`src/rtl/divcfg_pkg.sv`:
```
package divcfg_pkg;
  localparam int M_W = 9;
  localparam int N_W = 2;
  localparam int T_W = 2;
  localparam int WORD_W = M_W + N_W + T_W;

  // Strobes from the control side to the datapath, valid for one system clock each
  typedef struct packed {
    logic shiftEn;   // qualified serial clock rise: shift one bit
    logic takeSer;   // strobe high in serial mode: active <= shift contents
    logic takePins;  // parallel flow or parallel capture: active <= pins
    logic testOn;    // synchronized parallel-load control is high
  } ctrlStrb_t;
endpackage

```
`src/rtl/divcfg_ctrl.sv`:
```
module divcfg_ctrl
  import divcfg_pkg::*;
#(
  parameter int SYNC_STAGES = 2
) (
  input  logic      clk,
  input  logic      rstN,
  input  logic      parLoadN,
  input  logic      serClk,
  input  logic      serData,
  input  logic      serStrobe,
  output ctrlStrb_t strb,
  output logic      serBit
);
  localparam int LINES  = 4;
  localparam int LN_STB = 0;
  localparam int LN_DAT = 1;
  localparam int LN_CLK = 2;
  localparam int LN_PAR = 3;

  logic [LINES-1:0] rawIn;
  logic [LINES-1:0] syncVec;
  logic parDly, clkDly;
  logic parRise, clkRise;

  assign rawIn = {parLoadN, serClk, serData, serStrobe};

  // Each asynchronous control gets its own flop chain, all with equal depth
  // so data and clock stay aligned after synchronization.
  for (genvar g = 0; g < LINES; g++) begin : gSync
    logic [SYNC_STAGES-1:0] chain;
    always_ff @(posedge clk) begin
      if (!rstN) chain <= '0;
      else       chain <= {chain[SYNC_STAGES-2:0], rawIn[g]};
    end
    assign syncVec[g] = chain[SYNC_STAGES-1];
  end

  always_ff @(posedge clk) begin
    if (!rstN) begin
      parDly <= 1'b0;
      clkDly <= 1'b0;
    end else begin
      parDly <= syncVec[LN_PAR];
      clkDly <= syncVec[LN_CLK];
    end
  end

  assign parRise = syncVec[LN_PAR] & ~parDly;
  assign clkRise = syncVec[LN_CLK] & ~clkDly;

  always_comb begin
    strb.takePins = ~syncVec[LN_PAR] | parRise;
    strb.shiftEn  = syncVec[LN_PAR] & clkRise;
    strb.takeSer  = syncVec[LN_PAR] & ~parRise & syncVec[LN_STB];
    strb.testOn   = syncVec[LN_PAR];
  end

  assign serBit = syncVec[LN_DAT];

  // a serial shift pulse lasts one cycle per serial clock rise
  assert_single_shift_R3: assert property (@(posedge clk) disable iff (!rstN)
    strb.shiftEn |=> !strb.shiftEn);
endmodule

```
`src/rtl/divcfg_dpath.sv`:
```
module divcfg_dpath
  import divcfg_pkg::*;
#(
  parameter int MW = M_W,
  parameter int NW = N_W,
  parameter int TW = T_W
) (
  input  logic          clk,
  input  logic          rstN,
  input  ctrlStrb_t     strb,
  input  logic          serBit,
  input  logic [MW-1:0] pinM,
  input  logic [NW-1:0] pinN,
  output logic [MW-1:0] mOut,
  output logic [NW-1:0] nOut,
  output logic [TW-1:0] tOut,
  output logic          shiftTap
);
  localparam int WW = MW + NW + TW;

  logic [WW-1:0] shReg, shNext;
  logic [MW-1:0] mReg;
  logic [NW-1:0] nReg;
  logic [TW-1:0] tReg;

  // MSB-first: after a full word, the test bits sit at the top, M0 at the bottom
  assign shNext = strb.shiftEn ? {shReg[WW-2:0], serBit} : shReg;

  always_ff @(posedge clk) begin
    if (!rstN) begin
      shReg <= '0;
      mReg  <= pinM;
      nReg  <= pinN;
      tReg  <= '0;
    end else begin
      shReg <= shNext;
      if (strb.takePins) begin
        mReg <= pinM;
        nReg <= pinN;
      end else if (strb.takeSer) begin
        {tReg, nReg, mReg} <= shNext;
      end
    end
  end

  assign mOut     = mReg;
  assign nOut     = nReg;
  assign tOut     = strb.testOn ? tReg : '0;
  assign shiftTap = shReg[0];

  // pin path loads the active fields on the following edge
  assert_pin_load_R1: assert property (@(posedge clk) disable iff (!rstN)
    strb.takePins |=> (mReg == $past(pinM)) && (nReg == $past(pinN)));

  // with no load strobe of any kind the active word holds
  assert_hold_R7: assert property (@(posedge clk) disable iff (!rstN)
    (!strb.takePins && !strb.takeSer) |=> $stable(mReg) && $stable(nReg) && $stable(tReg));

  // test-select changes only through the serial transfer
  assert_test_serial_only_R8: assert property (@(posedge clk) disable iff (!rstN)
    !strb.takeSer |=> $stable(tReg));

  // tap shows the bit that was just shifted
  assert_tap_R3: assert property (@(posedge clk) disable iff (!rstN)
    strb.shiftEn |=> shiftTap == $past(serBit));
endmodule

```
`src/rtl/divcfg_loader.sv`:
```
module divcfg_loader
  import divcfg_pkg::*;
#(
  parameter int MW = M_W,
  parameter int NW = N_W,
  parameter int TW = T_W,
  parameter int SYNC_STAGES = 2
) (
  input  logic          clk,
  input  logic          rstN,
  input  logic [MW-1:0] pinM,
  input  logic [NW-1:0] pinN,
  input  logic          parLoadN,
  input  logic          serClk,
  input  logic          serData,
  input  logic          serStrobe,
  output logic [MW-1:0] activeM,
  output logic [NW-1:0] activeN,
  output logic [TW-1:0] activeT,
  output logic          shiftTap
);
  ctrlStrb_t strb;
  logic      serBit;

  divcfg_ctrl #(.SYNC_STAGES(SYNC_STAGES)) uCtrl (
    .clk(clk), .rstN(rstN), .parLoadN(parLoadN), .serClk(serClk),
    .serData(serData), .serStrobe(serStrobe), .strb(strb), .serBit(serBit)
  );

  divcfg_dpath #(.MW(MW), .NW(NW), .TW(TW)) uDpath (
    .clk(clk), .rstN(rstN), .strb(strb), .serBit(serBit), .pinM(pinM), .pinN(pinN),
    .mOut(activeM), .nOut(activeN), .tOut(activeT), .shiftTap(shiftTap)
  );

  // test field reads zero once a low parallel-load level has crossed the synchronizer
  assert_test_forced_low_R8: assert property (@(posedge clk) disable iff (!rstN)
    !$past(parLoadN, SYNC_STAGES) |-> activeT == '0);
endmodule

```
`config.mk`:
```
export PLATFORM = sky130hd
export DESIGN_NAME = divcfg_loader
export DESIGN_NICKNAME = d
export VERILOG_FILES = /design/src/rtl/divcfg_pkg.sv /design/src/rtl/divcfg_ctrl.sv /design/src/rtl/divcfg_dpath.sv /design/src/rtl/divcfg_loader.sv
export SDC_FILE = /design/constraint.sdc
export NUM_CORES = 1
export LEC_CHECK = 0
export ABC_AREA = 0
export BUFFER_PORTS_ARGS = -buffer_cell sky130_fd_sc_hd__buf_2
export CAP_MARGIN = 10
export CORE_MARGIN = 4
export CORE_UTILIZATION = 40
export CTS_CLUSTER_SIZE = 16
export DETAILED_ROUTE_END_ITERATION = 6
export PLACE_DENSITY = 0.7
export SLEW_MARGIN = 20
export SYNTH_ARGS = -nofsm -noshare
export SYNTH_HDL_FRONTEND = slang
export SYNTH_SLANG_ARGS = --single-unit
export TNS_END_PERCENT = 20
```
`constraint.sdc`:
```
create_clock -name clk -period 2.1 [get_ports clk]
set_clock_uncertainty 0.05 [all_clocks]
set_input_delay 0.315 -clock clk [delete_from_list [all_inputs] [get_ports clk]]
set_output_delay 0.315 -clock clk [all_outputs]
set_load 0.02 [all_outputs]
```
==> results.toml, run 1 <==
[finish]
layout-drive-gt1-share = 0.3014
num-nets-final = 162
final_cell_mix = "buf_2, dfxtp_1"
final_common_cell = "buf_2"
post-route-util = 0.4972
fin_area_um2 = 1543
area_delta_synth_final_pct = 16.54
diodes = 0

[placement]
post-place-ws_ns = 0.4833
port_buffers = 30
placed_cell_area_um2 = 1491
dp_hpwl_um = 1580
gp_congestion = 0.7539

[routing]
drc = 0
ant_nets = 0
firstDrtPassIters = 4
vias = 872
routed_wl_um = 2251
drtIter0Drc = 24
wl_per_cell_um = 11.85
avgViaCountPerCell = 4.589

[setup_path]
path_class = "flop to flop"
cp-start-kind = "flop"
cp.arrival_ns = 1.52
critPathMaxFanout = 11
end_kind = "flop"
cp.required_ns = 2.13

[die]
start_util = 0.4266
rows = 20
fp.dieArea_um2 = 4294
num_io_pins = 31
die_x_um = 65.53
core_um2 = 3103
dieHeight_um = 65.53

[clock_network]
path_clk_slew_ns = 0.10
h-tree-depth = 2
holdBufCountCts = 0
root_buffer = "clkbuf_4"
cts_setup_buffers = 0
cts_sinks = 36
cts_tree = "done"
clk-insertion-delay-late_ns = 0.33
cts_buffer_depth = 2
ctsResizeCount = 0
numCtsBuffers = 5

[power]
p_per_area_nw_per_um2 = 742.5
p_leak_nw = 0.6228
ir_drop_uv = 355.3

[job]
cap_violations = 0

[sta]
fmax_ghz = 0.6698
slew_headroom = 0.6443
period_needed_ns = 1.493
tightest_slew_ns = 0.5336
hold_violations = 0
tns_ns = 0
setup_viol = 0
finalCritPeriodShare = 0.7109
rsz0062_at_grt = "false"
setup_slack_ns = 0.6071
report.final.slew_viol_count = 0
fin_hold_ws_ns = 0.1397

[min_path]
hold_class = "primary input to flop"

[yosys]
syn_inst = 113
yosys_warnings = 0
syn_area_um2 = 1324
synthesis.nets = 130
avgSynthCellArea_um2 = 11.71
ys_seq_elements = 36
synth_cell_types = 20
synth_top_area_cell = "dfxtp_1"
netlist.area_leader.share = 0.3781
seq_area_frac_synth = 0.6276
ys_top_cells_by_area = "dfxtp_1, edfxtp_1, mux2i_1"

[status]
outcome = "finished clean"

[grt]
grt_pass1_wl_um = 3850
overflow = 0
antenna_found_initial = 0
grt_max_degree = 27
grt_pass1_vias = 896
grt_util_all_layers = 0.1219
cell families (layout without fill, tap and decap cells):
logic type / after synthesis / in the layout / share of synthesized area
AOI/OAI and AO/OA: 17 / 17 / 0.06994
muxes: 11 / 11 / 0.08318
buffers and inverters: 6 / 39 / 0.03403
and+or+nand+nor: 43 / 43 / 0.1853
DFF: 36 / 36 / 0.6276
flip-flops by register name (all words and copies together) (netlist names):
signal,count
uDpath.tReg,2
uCtrl.gSync.chain,8
uDpath.shReg,13
uDpath.nOut,2
uCtrl.parDly,1
uCtrl.clkDly,1
uDpath.mOut,9
where the power goes:
group	leakage [nW]	internal (mW)	switching [mW]
sequential	0.320	0.735	0.00571
combinational	0.271	0.0326	0.0374
clock	0.0324	0.123	0.212
Yosys cell counts:
library cell  number
dfxtp_1           25
a21oi_1           11
edfxtp_1          11
mux2i_1           11
nor2_1            11
nor2b_1           11
and2_1             9
nand2_1            4
and2_2             3
a21boi_0           2
a31oi_1            2
and3_2             2
buf_2              2
clkbuf_1           2
o21ai_0            2
and3b_4            1
buf_12             1
buf_4              1
nand2b_1           1
nand3b_1           1
path summary, 6_finish.rpt:
check	startpoint	end	slack, ns	cells after the start
setup / recovery	uCtrl.gSync[3].chain[1]$_SDFF_PN0_	uDpath.mOut[1]$_DFFE_PP_	0.61	3
hold / removal	serStrobe	uCtrl.gSync[0].chain[0]$_SDFF_PN0_	0.14	2
setup reg to reg	uCtrl.gSync[3].chain[1]$_SDFF_PN0_	uDpath.mOut[1]$_DFFE_PP_	0.61	3
hold reg to reg	uCtrl.gSync[1].chain[0]$_SDFF_PN0_	uCtrl.gSync[1].chain[1]$_SDFF_PN0_	0.39	1
through the flow:
stage / std cells / total power, mW
CTS: 190 / 1.162
finish: 190 / 1.146
detailed placement: 182 / 0.8280
floorplan: 113 / 0.7981
global route: 190 / 1.203
global placement: 182 / 0.8254
critical path, cell delays in order, from the launching register on:
cell     delay, ns
dfxtp_1       0.43
and3b_4       0.36
mux2i_1       0.31
a21oi_1       0.10
metal layers:
metal | track usage | vias up | share of wire
met1 | 0.1214 | 399 | 0.41
li1 | - | 446 | -
met4 | 0.06995 | 0 | 0.015
met3 | 0.04615 | 2 | 0.052
met2 | 0.2149 | 25 | 0.52
met5 | 0 | - | 0
cell type report:
type / count / area (um^2)
Fill cell: 305 / 1560
Sequential cell: 36 / 830.8
Multi-Input combinational cell: 71 / 447.9
Timing Repair Buffer: 31 / 157.7
Tap cell: 44 / 55.05
Clock buffer: 5 / 37.54
Clock inverter: 3 / 13.76
(Power assumes the default switching activity.)
==> run 2, diff against run 1 <==
==> constraint.sdc (replaced) <==
create_clock -name clk -period 1.4 [get_ports clk]
set_clock_uncertainty 0.05 [all_clocks]
set_input_delay 0.21 -clock clk [delete_from_list [all_inputs] [get_ports clk]]
set_output_delay 0.21 -clock clk [all_outputs]
set_load 0.02 [all_outputs]
==> results.toml, run 2 (synthesized netlist as in run 1, its figures left out) <==
[status]
outcome = "finished clean"

[min_path]
hold_class = "primary input to flop"

[sta]
fmax_ghz = 0.7205
setup_viol = 0
period_needed_ns = 1.388
finalCritPeriodShare = 0.9913
report.final.slew_viol_count = 0
rsz0062_at_grt = "true"
fin_hold_ws_ns = 0.01899
tightest_slew_ns = 0.2464
hold_violations = 0
slew_headroom = 0.8352

[clock_network]
root_buffer = "clkbuf_4"
cts_tree = "done"
cts_sinks = 36
numCtsBuffers = 5
cts_buffer_depth = 2
clk-insertion-delay-late_ns = 0.34
path_clk_slew_ns = 0.11
h-tree-depth = 2

[grt]
grt_max_degree = 26
grt_pass1_vias = 848
overflow = 0
grt_util_all_layers = 0.1217
grt_pass1_wl_um = 3767
antenna_found_initial = 0

[placement]
gp_congestion = 0.7481
dp_hpwl_um = 1529
port_buffers = 30
placed_cell_area_um2 = 1539

[die]
rows = 20
fp.dieArea_um2 = 4294
die_x_um = 65.53
num_io_pins = 31
core_um2 = 3103
dieHeight_um = 65.53
start_util = 0.4266

[finish]
diodes = 0
layout-drive-gt1-share = 0.3684
final_common_cell = "buf_2"
regMostFlops = "uDpath.shReg"
fin_area_um2 = 1668
num-nets-final = 168
largest_reg_flops = 13
n_fill_cell = 304
multi_input_area_um2 = 475.5
final_cell_mix = "buf_2, dfxtp_1"
area_delta_synth_final_pct = 25.99
seq_area_um2 = 833.3

[power]
p_per_area_nw_per_um2 = 1088
p_leak_nw = 0.6625
ir_drop_uv = 558.0

[setup_path]
cp.arrival_ns = 1.44
cp.required_ns = 1.45
cp-start-kind = "flop"
end_kind = "flop"
critPathMaxFanout = 6
path_class = "flop to flop"
r2r_setup_slack_ns = 0.01

[routing]
drc = 0
wl_per_cell_um = 11.64
highest_layer = "met4"
ant_nets = 0
routed_wl_um = 2281
firstDrtPassIters = 4
drtIter0Drc = 23
wl_met2_um = 1103
wl_met1_um = 994
wl_met3_um = 111
avgViaCountPerCell = 4.474
vias = 877

[job]
cap_violations = 0
-- run 2: metrics by stage --
step           utilization  power (mW)  cells  setup WS (ns)  setup TNS, ns
6_report            0.5375       1.814    196        0.01213              0
5_1_grt             0.5375       1.904    196       -0.05058        -0.2255
4_1_cts             0.5181       1.830    193       -0.03595        -0.1095
3_5_place_dp        0.4960       1.246    185       -0.04251       -0.04251
3_3_place_gp        0.4960       1.244    185      -0.002250      -0.002250
2_1_floorplan            -       1.197    113        0.09418              0
-- run 2: where the power goes --
group	switching [mW]	internal, mW
Sequential	0.00857	1.10
Combinational	0.0575	0.0557
Clock	0.343	0.245
Total	0.409	1.40
-- run 2: critical path, stage by stage, from the launching register on --
cell	delay [ns]
dfxtp_2	0.34
and3b_4	0.38
mux2i_2	0.28
a21oi_1	0.10
-- run 2: worst paths after layout --
check | start | to | cells past startpoint
setup / recovery | uCtrl.clkDly$_SDFF_PN0_ | uDpath.nOut[1]$_DFFE_PP_ | 3
hold / removal | serClk | uCtrl.gSync[2].chain[0]$_SDFF_PN0_ | 2
setup reg to reg | uCtrl.clkDly$_SDFF_PN0_ | uDpath.nOut[1]$_DFFE_PP_ | 3
hold reg to reg | uCtrl.gSync[2].chain[0]$_SDFF_PN0_ | uCtrl.gSync[2].chain[1]$_SDFF_PN0_ | 1
-- run 2: layout make-up --
class | count | area share
clock inverter | 2 | 0.008252
sequential | 36 | 0.4996
timing repair buffer | 36 | 0.1433
clock buffer | 6 | 0.03076
multi-input combinational | 72 | 0.2851
tap | 44 | 0.03301
-- run 2: timing repair --
| action | in CTS | in global routing |
|---|---|---|
| cloned | 0 | 1 |
| setup endpoints to repair | 5 | 13 |
| buffers inserted | 0 | 1 |
| hold buffers | 0 | 1 |
| hold endpoints to repair | 0 | 1 |
| resized for setup | 1 | 13 |
| pin swaps | 1 | 1 |
-- run 2: layer usage --
layer	vias to the layer above	GRT usage
met4	0	0.1010
met5	-	0
met1	387	0.1347
li1	463	-
met2	22	0.1922
met3	5	0.03419
==> run 3, diff against run 2 <==
--- a/config.mk
+++ b/config.mk
@@ -12,6 +12,7 @@
 export CORE_UTILIZATION = 40
 export CTS_CLUSTER_SIZE = 16
 export DETAILED_ROUTE_END_ITERATION = 6
+export GPL_TIMING_DRIVEN = 0
 export PLACE_DENSITY = 0.7
 export SLEW_MARGIN = 20
 export SYNTH_ARGS = -nofsm -noshare
==> results.toml, run 3 (synthesized netlist as in run 1, its figures left out) <==
[status]
outcome = "finished with violations"
violations = "negative setup slack"

[clock_network]
holdBufCountCts = 0
cts_buffer_depth = 2
numCtsBuffers = 5
cts_sinks = 36
root_buffer = "clkbuf_4"
clk-insertion-delay-late_ns = 0.34
cts_tree = "done"
path_clk_slew_ns = 0.09
h-tree-depth = 2

[routing]
avgViaCountPerCell = 4.602
routed_wl_um = 2383
drc = 0
ant_nets = 0
vias = 902
drtIter0Drc = 34
wl_per_cell_um = 12.16
firstDrtPassIters = 4

[die]
core_um2 = 3103
dieHeight_um = 65.53
start_util = 0.4266
num_io_pins = 31
rows = 20
fp.dieArea_um2 = 4294
die_x_um = 65.53

[sta]
period_needed_ns = 1.444
slew_headroom = 0.7917
fin_hold_ws_ns = 0.02785
rsz0062_at_grt = "true"
report.final.slew_viol_count = 0
hold_violations = 0
fmax_ghz = 0.6924
finalCritPeriodShare = 1.032
tns_ns = -0.1321
tightest_slew_ns = 0.3124
setup_slack_ns = -0.04435
setup_viol = 8

[setup_path]
cp-start-kind = "flop"
reg2reg_from = "uCtrl.clkDly$_SDFF_PN0_"
crit_chain = "and3b_4 -> buf_12 -> mux2i_2 -> a21oi_1"
cp.arrival_ns = 1.48
path_class = "flop to flop"
reg2regPathDepth = 4
cp_top_family = "flip-flops"
r2r-end = "uDpath.nOut[0]$_DFFE_PP_"
end_kind = "flop"
critPathMaxFanout = 9
r2r_setup_slack_ns = -0.04
crit_cells = 4
cp.required_ns = 1.44
cp.buffers_inverters = 1
slowest_stage = "dfxtp_2"
slowest_delay_ns = 0.33

[grt]
grt_util_met3 = 0.04444
overflow = 0
grt_pass1_vias = 859
grt.busiest_layer = "met2"
grt_util_met1 = 0.1459
antenna_found_initial = 0
grt_util_all_layers = 0.1226
grtUsageMet2 = 0.1820
grt_pass1_wl_um = 3857
grt_max_degree = 12

[power]
swShare = 0.2159
p_leak_nw = 0.6579
p_per_area_nw_per_um2 = 1084
combPwrFrac = 0.061
internal_power_mw = 1.403
total_power_mw = 1.790
p_seq_frac = 0.621
ir_drop_uv = 475.9
pwr-share-clk = 0.317
netSwitchingPower_uw = 386.4

[finish]
regMostFlops = "uDpath.shReg"
final_cell_mix = "buf_2, dfxtp_1"
num-nets-final = 168
layout-drive-gt1-share = 0.3684
diodes = 0
area_delta_synth_final_pct = 24.76
final_common_cell = "buf_2"
largest_reg_flops = 13
n_fill_cell = 292

[min_path]
min-delay-start = "serStrobe"
holdPathStages = 2
min_to = "uCtrl.gSync[0].chain[0]$_SDFF_PN0_"
hold_class = "primary input to flop"

[placement]
post-place-ws_ns = -0.1456
dp_hpwl_um = 1652
port_buffers = 30
gp_congestion = 0.7126

[job]
cap_violations = 0
[run 3: through the flow]
step / util / cell area, um^2 / std cells
floorplan: - / 1324 / 113
global placement: 0.4927 / 1529 / 187
detailed placement: 0.4927 / 1529 / 187
CTS: 0.5141 / 1595 / 195
global route: 0.5323 / 1652 / 196
finish: 0.5323 / 1652 / 196
[run 3: how the worst max path moves through the flow]
| stage | slack [ns] | to | start |
|---|---|---|---|
| finish | -0.04 | uDpath.nOut[0]$_DFFE_PP_ | uCtrl.clkDly$_SDFF_PN0_ |
| global route | -0.1 | uDpath.nOut[0]$_DFFE_PP_ | uCtrl.clkDly$_SDFF_PN0_ |
| CTS | -0.02 | uDpath.nOut[0]$_DFFE_PP_ | uCtrl.clkDly$_SDFF_PN0_ |
| detailed placement | -0.15 | uDpath.mOut[5]$_DFFE_PP_ | rstN |
| global placement | -0.12 | uDpath.mOut[4]$_DFFE_PP_ | rstN |
| floorplan | 0.09 | uDpath.mOut[1]$_DFFE_PP_ | uCtrl.clkDly$_SDFF_PN0_ |
[run 3: what timing repair did]
action                     CTS  global route
cloned                       0             0
setup endpoints to repair   19            10
setup buffers                0             1
hold endpoints to repair     0             0
resized for setup            3            10
[run 3: power by group through the flow]
stage | Combinational [mW] | Sequential (mW) | Clock, mW
after floorplan | 0.0375 | 1.16 | 0
after global placement | 0.107 | 1.13 | 0
after detailed placement | 0.108 | 1.14 | 0
after CTS | 0.109 | 1.11 | 0.589
after global routing | 0.120 | 1.12 | 0.628
final | 0.109 | 1.11 | 0.568
[run 3: area by class of cell]
cell class | instances | area [um^2] | share of cell area
plain buffers | 6 | 47.55 | 0.02879
clock buffers | 8 | 58.81 | 0.03561
multi-input cells | 71 | 499.2 | 0.3023
flip-flops and latches | 36 | 833.3 | 0.5045
well taps | 44 | 55.05 | 0.03333
repair buffers | 31 | 157.7 | 0.09545
[run 3: metal layers]
| metal | up-vias | share of wire |
|---|---|---|
| li1 | 465 | - |
| met1 | 407 | 0.44 |
| met2 | 23 | 0.47 |
| met3 | 7 | 0.054 |
| met4 | 0 | 0.029 |
| met5 | - | 0 |
[run 3: worst register-to-register path: stages (launching register included)]
cell,delay [ns]
dfxtp_2,0.33
and3b_4,0.31
buf_12,0.16
mux2i_2,0.25
a21oi_1,0.10
